## config.mk

```make
export PLATFORM = sky130hd
export DESIGN_NAME = vtg_top
export DESIGN_NICKNAME = d
export VERILOG_FILES = /design/src/rtl/vtg_pkg.sv /design/src/rtl/vtg_axis_counter.sv /design/src/rtl/vtg_out_stage.sv /design/src/rtl/vtg_top.sv
export SDC_FILE = /design/constraint.sdc
export NUM_CORES = 1
export LEC_CHECK = 0
export ABC_CLOCK_PERIOD_IN_PS = 5600
export BUFFER_PORTS_ARGS = -buffer_cell sky130_fd_sc_hd__buf_2
export CAP_MARGIN = 15
export CORE_MARGIN = 2
export CORE_UTILIZATION = 30
export CTS_CLUSTER_DIAMETER = 150
export DETAILED_ROUTE_END_ITERATION = 8
export HOLD_SLACK_MARGIN = 0.05
export MAX_ROUTING_LAYER = met4
export PLACE_DENSITY = 0.58
export SLEW_MARGIN = 20
export SYNTH_ARGS = -nofsm -noshare
export SYNTH_HDL_FRONTEND = slang
export SYNTH_SLANG_ARGS = --single-unit
export TNS_END_PERCENT = 30
```

## constraint.sdc

```tcl
create_clock -name clk -period 5.6 [get_ports clk]
set_input_delay 0.56 -clock clk [delete_from_list [all_inputs] [get_ports clk]]
set_output_delay 0.56 -clock clk [all_outputs]
set_load 0.005 [all_outputs]
```

## src/rtl/vtg_pkg.sv

```systemverilog
package vtg_pkg;

    typedef enum logic [1:0] {
        PH_SYNC   = 2'd0,
        PH_BACK   = 2'd1,
        PH_ACTIVE = 2'd2,
        PH_FRONT  = 2'd3
    } phase_e;

    localparam int POL_HS   = 0;
    localparam int POL_VS   = 1;
    localparam int POL_DE   = 2;
    localparam int POL_DATA = 3;
    localparam int POL_W    = 4;

    typedef struct packed {
        logic hs;
        logic vs;
        logic de;
        logic sof;
        logic irq;
    } raw_flags_t;

    function automatic phase_e phase_after(phase_e p);
        case (p)
            PH_SYNC:   return PH_BACK;
            PH_BACK:   return PH_ACTIVE;
            PH_ACTIVE: return PH_FRONT;
            default:   return PH_SYNC;
        endcase
    endfunction

endpackage

```

## src/rtl/vtg_axis_counter.sv

```systemverilog
module vtg_axis_counter
    import vtg_pkg::*;
#(
    parameter int W = 12
) (
    input  logic               clk,
    input  logic               rst,
    input  logic               run,
    input  logic               step,
    input  logic [3:0][W-1:0]  len,
    output phase_e             phase,
    output logic [W-1:0]       cnt,
    output logic               wrap,
    output logic               at_start
);

    logic last;

    assign last     = (cnt == len[phase]);
    assign wrap     = step && last && (phase == PH_FRONT);
    assign at_start = (phase == PH_SYNC) && (cnt == '0);

    always_ff @(posedge clk) begin
        if (rst || !run) begin
            phase <= PH_SYNC;
            cnt   <= '0;
        end else if (step) begin
            if (last) begin
                cnt   <= '0;
                phase <= phase_after(phase);
            end else begin
                cnt <= cnt + 1'b1;
            end
        end
    end

    // a stopped axis sits at zero after the next edge
    p_idle_hold_r6: assert property (@(posedge clk) disable iff (rst)
        !run |=> (phase == PH_SYNC && cnt == '0));

    // R1 (and R2 for the vertical instance): regions only advance in order
    p_region_order_r1: assert property (@(posedge clk) disable iff (rst)
        (run && $past(run) && phase != $past(phase)) |-> phase == phase_after($past(phase)));

endmodule

```

## src/rtl/vtg_out_stage.sv

```systemverilog
module vtg_out_stage
    import vtg_pkg::*;
#(
    parameter int DW = 8
) (
    input  logic             running,
    input  raw_flags_t       flags,
    input  logic [POL_W-1:0] pol,
    input  logic [DW-1:0]    pix_in,
    output logic             hsync,
    output logic             vsync,
    output logic             de,
    output logic [DW-1:0]    pix_out,
    output logic             sof,
    output logic             irq
);

    raw_flags_t act;
    logic [DW-1:0] pix_gated;

    always_comb begin
        act       = running ? flags : '0;
        hsync     = pol[POL_HS] ? act.hs : ~act.hs;
        vsync     = pol[POL_VS] ? act.vs : ~act.vs;
        de        = pol[POL_DE] ? act.de : ~act.de;
        pix_gated = act.de ? pix_in : '0;
        pix_out   = pix_gated ^ {DW{~pol[POL_DATA]}};
        sof       = act.sof;
        irq       = act.irq;
    end

endmodule

```

## src/rtl/vtg_top.sv

```systemverilog
module vtg_top
    import vtg_pkg::*;
#(
    parameter int H_W = 12,
    parameter int V_W = 11,
    parameter int DW  = 8
) (
    input  logic             clk,
    input  logic             rst,
    input  logic             enable,
    input  logic [H_W-1:0]   h_sync_m1,
    input  logic [H_W-1:0]   h_back_m1,
    input  logic [H_W-1:0]   h_act_m1,
    input  logic [H_W-1:0]   h_front_m1,
    input  logic [V_W-1:0]   v_sync_m1,
    input  logic [V_W-1:0]   v_back_m1,
    input  logic [V_W-1:0]   v_act_m1,
    input  logic [V_W-1:0]   v_front_m1,
    input  logic [POL_W-1:0] polarity,
    input  logic [DW-1:0]    pix_in,
    output logic             hsync,
    output logic             vsync,
    output logic             de,
    output logic [DW-1:0]    pix_out,
    output logic             sof,
    output logic             vblank_irq
);

    logic running;
    logic [3:0][H_W-1:0] h_len;
    logic [3:0][V_W-1:0] v_len;
    phase_e h_phase, v_phase;
    logic [H_W-1:0] h_cnt;
    logic [V_W-1:0] v_cnt;
    logic h_wrap, h_start, v_wrap, v_start;
    raw_flags_t flags;

    assign h_len = {h_front_m1, h_act_m1, h_back_m1, h_sync_m1};
    assign v_len = {v_front_m1, v_act_m1, v_back_m1, v_sync_m1};

    always_ff @(posedge clk) begin
        if (rst) running <= 1'b0;
        else     running <= enable;
    end

    vtg_axis_counter #(.W(H_W)) u_hcnt (
        .clk(clk), .rst(rst), .run(running), .step(1'b1), .len(h_len),
        .phase(h_phase), .cnt(h_cnt), .wrap(h_wrap), .at_start(h_start)
    );

    vtg_axis_counter #(.W(V_W)) u_vcnt (
        .clk(clk), .rst(rst), .run(running), .step(h_wrap), .len(v_len),
        .phase(v_phase), .cnt(v_cnt), .wrap(v_wrap), .at_start(v_start)
    );

    always_comb begin
        flags.hs  = (h_phase == PH_SYNC);
        flags.vs  = (v_phase == PH_SYNC);
        flags.de  = (h_phase == PH_ACTIVE) && (v_phase == PH_ACTIVE);
        flags.sof = h_start && v_start;
        flags.irq = h_start && (v_phase == PH_FRONT) && (v_cnt == '0);
    end

    vtg_out_stage #(.DW(DW)) u_out (
        .running(running), .flags(flags), .pol(polarity), .pix_in(pix_in),
        .hsync(hsync), .vsync(vsync), .de(de), .pix_out(pix_out),
        .sof(sof), .irq(vblank_irq)
    );

    p_sof_single_r7: assert property (@(posedge clk) disable iff (rst)
        sof |=> !sof);

    p_sof_in_vsync_r7: assert property (@(posedge clk) disable iff (rst)
        sof |-> (vsync == polarity[POL_VS]));

    p_irq_single_r8: assert property (@(posedge clk) disable iff (rst)
        vblank_irq |=> !vblank_irq);

    p_de_outside_sync_r3: assert property (@(posedge clk) disable iff (rst)
        (de == polarity[POL_DE]) |-> (hsync != polarity[POL_HS] && vsync != polarity[POL_VS]));

    p_off_quiet_r6: assert property (@(posedge clk) disable iff (rst)
        !enable |=> (hsync != polarity[POL_HS] && vsync != polarity[POL_VS]
                     && de != polarity[POL_DE] && !sof && !vblank_irq));

    // v_wrap and v_start are kept for the frame-level checks here
    p_frame_wrap_r2: assert property (@(posedge clk) disable iff (rst)
        (running && enable && v_wrap) |=> v_start);

endmodule

```

After elaboration in Yosys (flattened, before gate mapping)
Cells that the tools add are included.
{ "totals": {"regBits": 28, "inputBits": 107, "output_inout_bits": 13} }
{ "classes": {"add_sub_neg": 2, "n_lt_le_gt_ge": 2, "n_eq_ne": 8, "mux": 12, "bitwise_logic": 5, "reduce_logical": 15} }
{ "op_table": {"columns": ["cell", "n"], "rows": [
  ["12-bit binary-select mux with 2-bit select", 1],
  ["11-bit binary-select mux with 2-bit select", 1],
  ["11-bit two-way mux", 2],
  ["12-bit by 1-bit adder with 12-bit output (second input constant)", 1],
  ["12-bit == test", 1],
  ["12-bit zero test", 1],
  ["12-bit two-way mux", 1],
  ["2-bit one-hot mux with 3 select lines", 2],
  ["11-bit by 1-bit adder with 11-bit output (second input constant)", 1],
  ["11-bit == test", 1],
  ["11-bit zero test", 1],
  ["2-bit == test (second input constant)", 4],
  ["8-bit two-way mux", 1],
  ["8-bit XOR", 1],
  ["1-bit logical AND", 7],
  ["2-bit by 3-bit < comparator with 1-bit output (second input constant)", 2],
  ["5-bit two-way mux", 1],
  ["2-bit by 1-bit == test with 1-bit output (second input constant)", 2],
  ["2-bit zero test", 2],
  ["1-bit NOT", 4],
  ["1-bit two-way mux", 3],
  ["2-bit AND reduction", 1],
  ["2-bit OR reduction", 1],
  ["1-bit zero test", 1],
  ["1-bit logical OR", 1]
]} }

Longest topological paths before layout
{ "depth": {"word_depth": 7, "depth_mapped": 10, "depth_no_buf": 7} }

Cells and area by module
A second synthesis with hierarchy kept.
{ "unflattened": {"hier_cells": 294, "hier_area_um2": 2836.5} }
{ "by_module_without_submodules": {"columns": ["mod", "instances", "cells_per_inst", "area_per_inst_um2", "seq_area_each_um2"], "rows": [
  ["vtg_axis_counter at u_hcnt", 1, 125, 1340.0, 280.3],
  ["vtg_axis_counter at u_vcnt", 1, 130, 1204.9, 260.2],
  ["vtg_out_stage", 1, 27, 192.7, 0.0],
  ["vtg_top", 1, 12, 98.8, 20.0]
]} }

Least setup slack after synthesis
No wires, ideal clock.
{ "synth_timing": {"path_type": "flip-flop to flip-flop", "start": "register u_hcnt.phase[0]", "end": "register u_vcnt.cnt[7]", "setup_time_ps": 70, "arrival_time_ps": 2197, "required_ps": 5530, "slack_ps": 3333, "path_stages_with_launch": 11, "n_path_buf": 4, "synth_period_minus_slack_ps": 2267, "cell_sequence": "dfxtp_1 buf_6 buf_12 mux4_2 xnor2_2 and4_4 and4_1 buf_4 a21o_2 buf_6 a21oi_1"} }
{ "synth_via": {"elab_chain_len": 4, "word_cells_on_any_way": 5, "classes_between": "eq/ne (2); mux (2); reduce/logical (1)"} }
{ "synth_lines": {"columns": ["item", "line", "source"], "rows": [
  ["start: declaration", "vtg_axis_counter.sv:11", "output phase_e phase,"],
  ["start signal: assignment", "vtg_axis_counter.sv:30", "phase <= phase_after(phase);"],
  ["12-bit binary-select mux with 2-bit select", "vtg_axis_counter.sv:19", "assign last = (cnt == len[phase]);"],
  ["12-bit two-way mux (not written as such)", "vtg_axis_counter.sv:19", null],
  ["12-bit == test", "vtg_axis_counter.sv:19", null],
  ["1-bit logical AND (*)", "vtg_axis_counter.sv:20", "assign wrap = step && last && (phase == PH_FRONT);"],
  ["end signal: assignment", "vtg_axis_counter.sv:32", "cnt <= cnt + 1'b1;"],
  ["end: declaration", "vtg_axis_counter.sv:12", "output logic [W-1:0] cnt,"]
]} }
Mark *: on every way between the ends. The rest lies on a longest branch, timed or not. The select of a mux whose other input is x is not followed.
A chain may end at the register's enable or synchronous reset.

Worst setup path in the final report
{ "layout_timing": {"start": "register u_hcnt.phase[0]", "end": "register u_hcnt.cnt[3]"} }
{ "layout_via": {"elab_chain_len": 4} }
{ "layout_lines": {"columns": ["item", "line"], "rows": [
  ["12-bit binary-select mux with 2-bit select", "vtg_axis_counter.sv:19"],
  ["12-bit two-way mux (not written as such)", "vtg_axis_counter.sv:19"],
  ["12-bit == test", "vtg_axis_counter.sv:19"],
  ["2-bit OR reduction (no line)", null],
  ["end signal: assignment", "vtg_axis_counter.sv:32"],
  ["end: declaration", "vtg_axis_counter.sv:12"]
]} }
Every way passes these cells. The select of a mux whose other input is x is not followed.

==> impl_metrics.ini <==
[drt]
vias = 2279
drcViolationCount = 0
first_pass_iters = 4
drt-initial-drc-count = 105
wl_per_cell_um = 13.35
drt-total-wl_um = 6219
viasPerCell = 4.891
drt-met1-wl_um = 2659
wl_met2_um = 3229
drtAntennaViolNets = 0
wl_met3_um = 289
top_layer = met4

[clocking]
post_cts_buffers = 0
clock_latency_ns = 0.27
h-tree-depth = 1
hold_buffers = 0
cts_buffers = 3
clockBufferDepth = 2
cts-resized-gates = 0
clk_pin_slew_ns = 0.09
clock_tree.root_cell = clkbuf_8
cts_tree = yes
clock_sinks = 28

[sta]
rsz0062_at_grt = no
slew_headroom = 0.4196
worstMarginPinSlew_ns = 0.8694
whs_ns = 0.4440
fin_crit_ns = 2.890
slew_viol_final = 0
finalCritPeriodShare = 0.5161
post-route-worst-setup-slack_ns = 2.710
fmax_mhz = 346.0
fin_skew_ns = 0.002876
setup_violations = 0
setup-tns-final_ns = 0
final_hold_viol_count = 0

[power_and_ir_drop]
irDropWorstVdd_mv = 0.07465
power.leakage_nw = 1.214
p_per_area_nw_per_um2 = 128.3
fin_total_pwr_mw = 0.4056

[place]
pre_cts_ws_ns = 2.650
place_congestion = 0.8420
port_buffers = 119
hpwl_um = 5247

[worst_setup_path]
required_ns = 5.76
cp.arrival_ns = 3.05
r2r_end = u_hcnt.cnt[3]
critical_path_class = flip-flop to flip-flop
worstSetupEndpointType = flip-flop
r2r-start = u_hcnt.phase[0]
reg2reg_slack_ns = 2.71
startpoint = u_hcnt.phase[0]
reg2reg_depth = 6
crit_fanout = 15
start_kind = flip-flop
critPathCapture = u_hcnt.cnt[3]

[logic_synthesis]
synth_xor_area_frac = 0.1917
async_flop_share = 0
yosys.area_share.simple = 0.2281
synth_top_family_by_area = simple AND/OR/NAND/NOR gates
synth_nets = 369
synth_ff_type = dfxtp_1
synthAdderAreaFrac = 0.05058
syn-instance-count = 252
yosysSeqAreaShare = 0.2266
synth_compound_area_frac = 0.03642
synth_seq_cells = 28
synth.area.top_cells = dfxtp_1, mux4_2, xnor2_1
syn_area_per_cell_um2 = 9.816
synth.largest_area_cell = dfxtp_1
synth_top_area_share = 0.2266
synth_area_um2 = 2474
yosysWarnings = 0
synth_edf_count = 0
synth_cell_types = 39
muxShareOfSynthArea = 0.2135

[min_path]
hold_path_depth = 2
hp-class = primary input to flip-flop

[floorplanning]
start_util = 0.3057
die-area_um2 = 8988
die_y_um = 94.81
ios = 120
die_w_um = 94.81
num_rows = 33
core-area_um2 = 8093

[finish]
n_antenna_cell = 0
nets = 479
area_delta_synth_final_pct = 27.82
multi_input_area_um2 = 1782
final-seq-area_um2 = 560.5
n_fill_cell = 844
drive_above_1_share = 0.4460

[global_routing]
grt_pass1_wl_um = 9956
grt_max_degree = 17
first_global_vias = 2143
overflow = 0
antenna_found_initial = 0
grt_use_total = 0.1426

[run_status]
status = completed

[run]
drv_cap = 0
-- power by group --
group | internal, mW | leakage [nW] | total (mW) | switching, mW
Sequential | 0.200 | 0.226 | 0.201 | 0.00126
Combinational | 0.0518 | 0.960 | 0.0804 | 0.0286
Clock | 0.0629 | 0.0288 | 0.124 | 0.0613
-- layout make-up --
cell class	count	area share
Sequential cell	28	0.1773
Inverter	10	0.01187
Clock buffer	4	0.01741
Timing Repair Buffer	119	0.1884
Tap cell	105	0.04155
Multi-Input combinational cell	200	0.5635
-- metal layers --
metal  up-vias  global-route usage
li1       1134                   -
met1      1071              0.1774
met2        72              0.2506
met3         2             0.01516
met4         0             0.02899
met5         -                   -
-- stage by stage --
stage	instance area, um2	cells	util
after floorplan	2474	252	-
after global placement	3107	462	0.3839
after detailed placement	3107	462	0.3839
after CTS	3162	466	0.3907
after global routing	3162	466	0.3907
final	3162	466	0.3907
-- logic make-up after synthesis --
kind of cell / count (synthesis)
simple gates: 101
xor+xnor: 49
compound gates: 16
mux: 24
fa+ha+maj: 10
buf+inv: 24
flops: 28
-- state kept, by name, indices dropped and copies added, names as in the netlist --
name,flops
running,1
u_hcnt.cnt,12
u_hcnt.phase,2
u_vcnt.cnt,11
u_vcnt.phase,2
-- cell usage in the layout, fill, tap and decap left out, drive strengths merged --
cell	count
or2	1
nand3b	1
or3	2
inv	10
nor4b	1
a211oi	1
and3	7
a21oi	8
ha	10
and2	2
mux4	23
and4	5
o21ai	5
mux2i	1
clkbuf	4
dfxtp	28
nand2	19
nand4b	2
nand2b	1
nor2	22
xnor2	32
a31o	1
nand4	12
a21o	1
nor2b	1
nor3	5
xor2	17
nor4	9
nand3	11
buf	119
-- cells in the mapped netlist, drive strengths merged (2+ instances only) --
library cell,count
xnor2,32
dfxtp,28
mux4,23
nor2,22
nand2,19
xor2,17
nand4,12
nand3,11
ha,10
inv,10
nor4,9
a21oi,8
buf,8
and3,7
clkbuf,6
and4,5
nor3,5
o21ai,5
and2,2
nand4b,2
or3,2
-- critical path: stages, from the launching register on --
cell and delay [ns]:
dfxtp_1 0.90, mux4_2 0.61, xnor2_1 0.21, nand4_1 0.28, nor3_2 0.37, or2_2 0.33
nor2_1 0.08
-- how the worst min path moves through the flow --
stage	start	end	slack, ns
after floorplan	u_hcnt.cnt[0]	u_hcnt.cnt[0]	0.47
after global placement	u_vcnt.cnt[10]	u_vcnt.cnt[10]	0.51
after detailed placement	u_vcnt.cnt[10]	u_vcnt.cnt[10]	0.51
after CTS	rst	running	0.44
after global routing	rst	running	0.44
final	rst	running	0.44
Note: power is estimated with default switching activity, not from simulation.
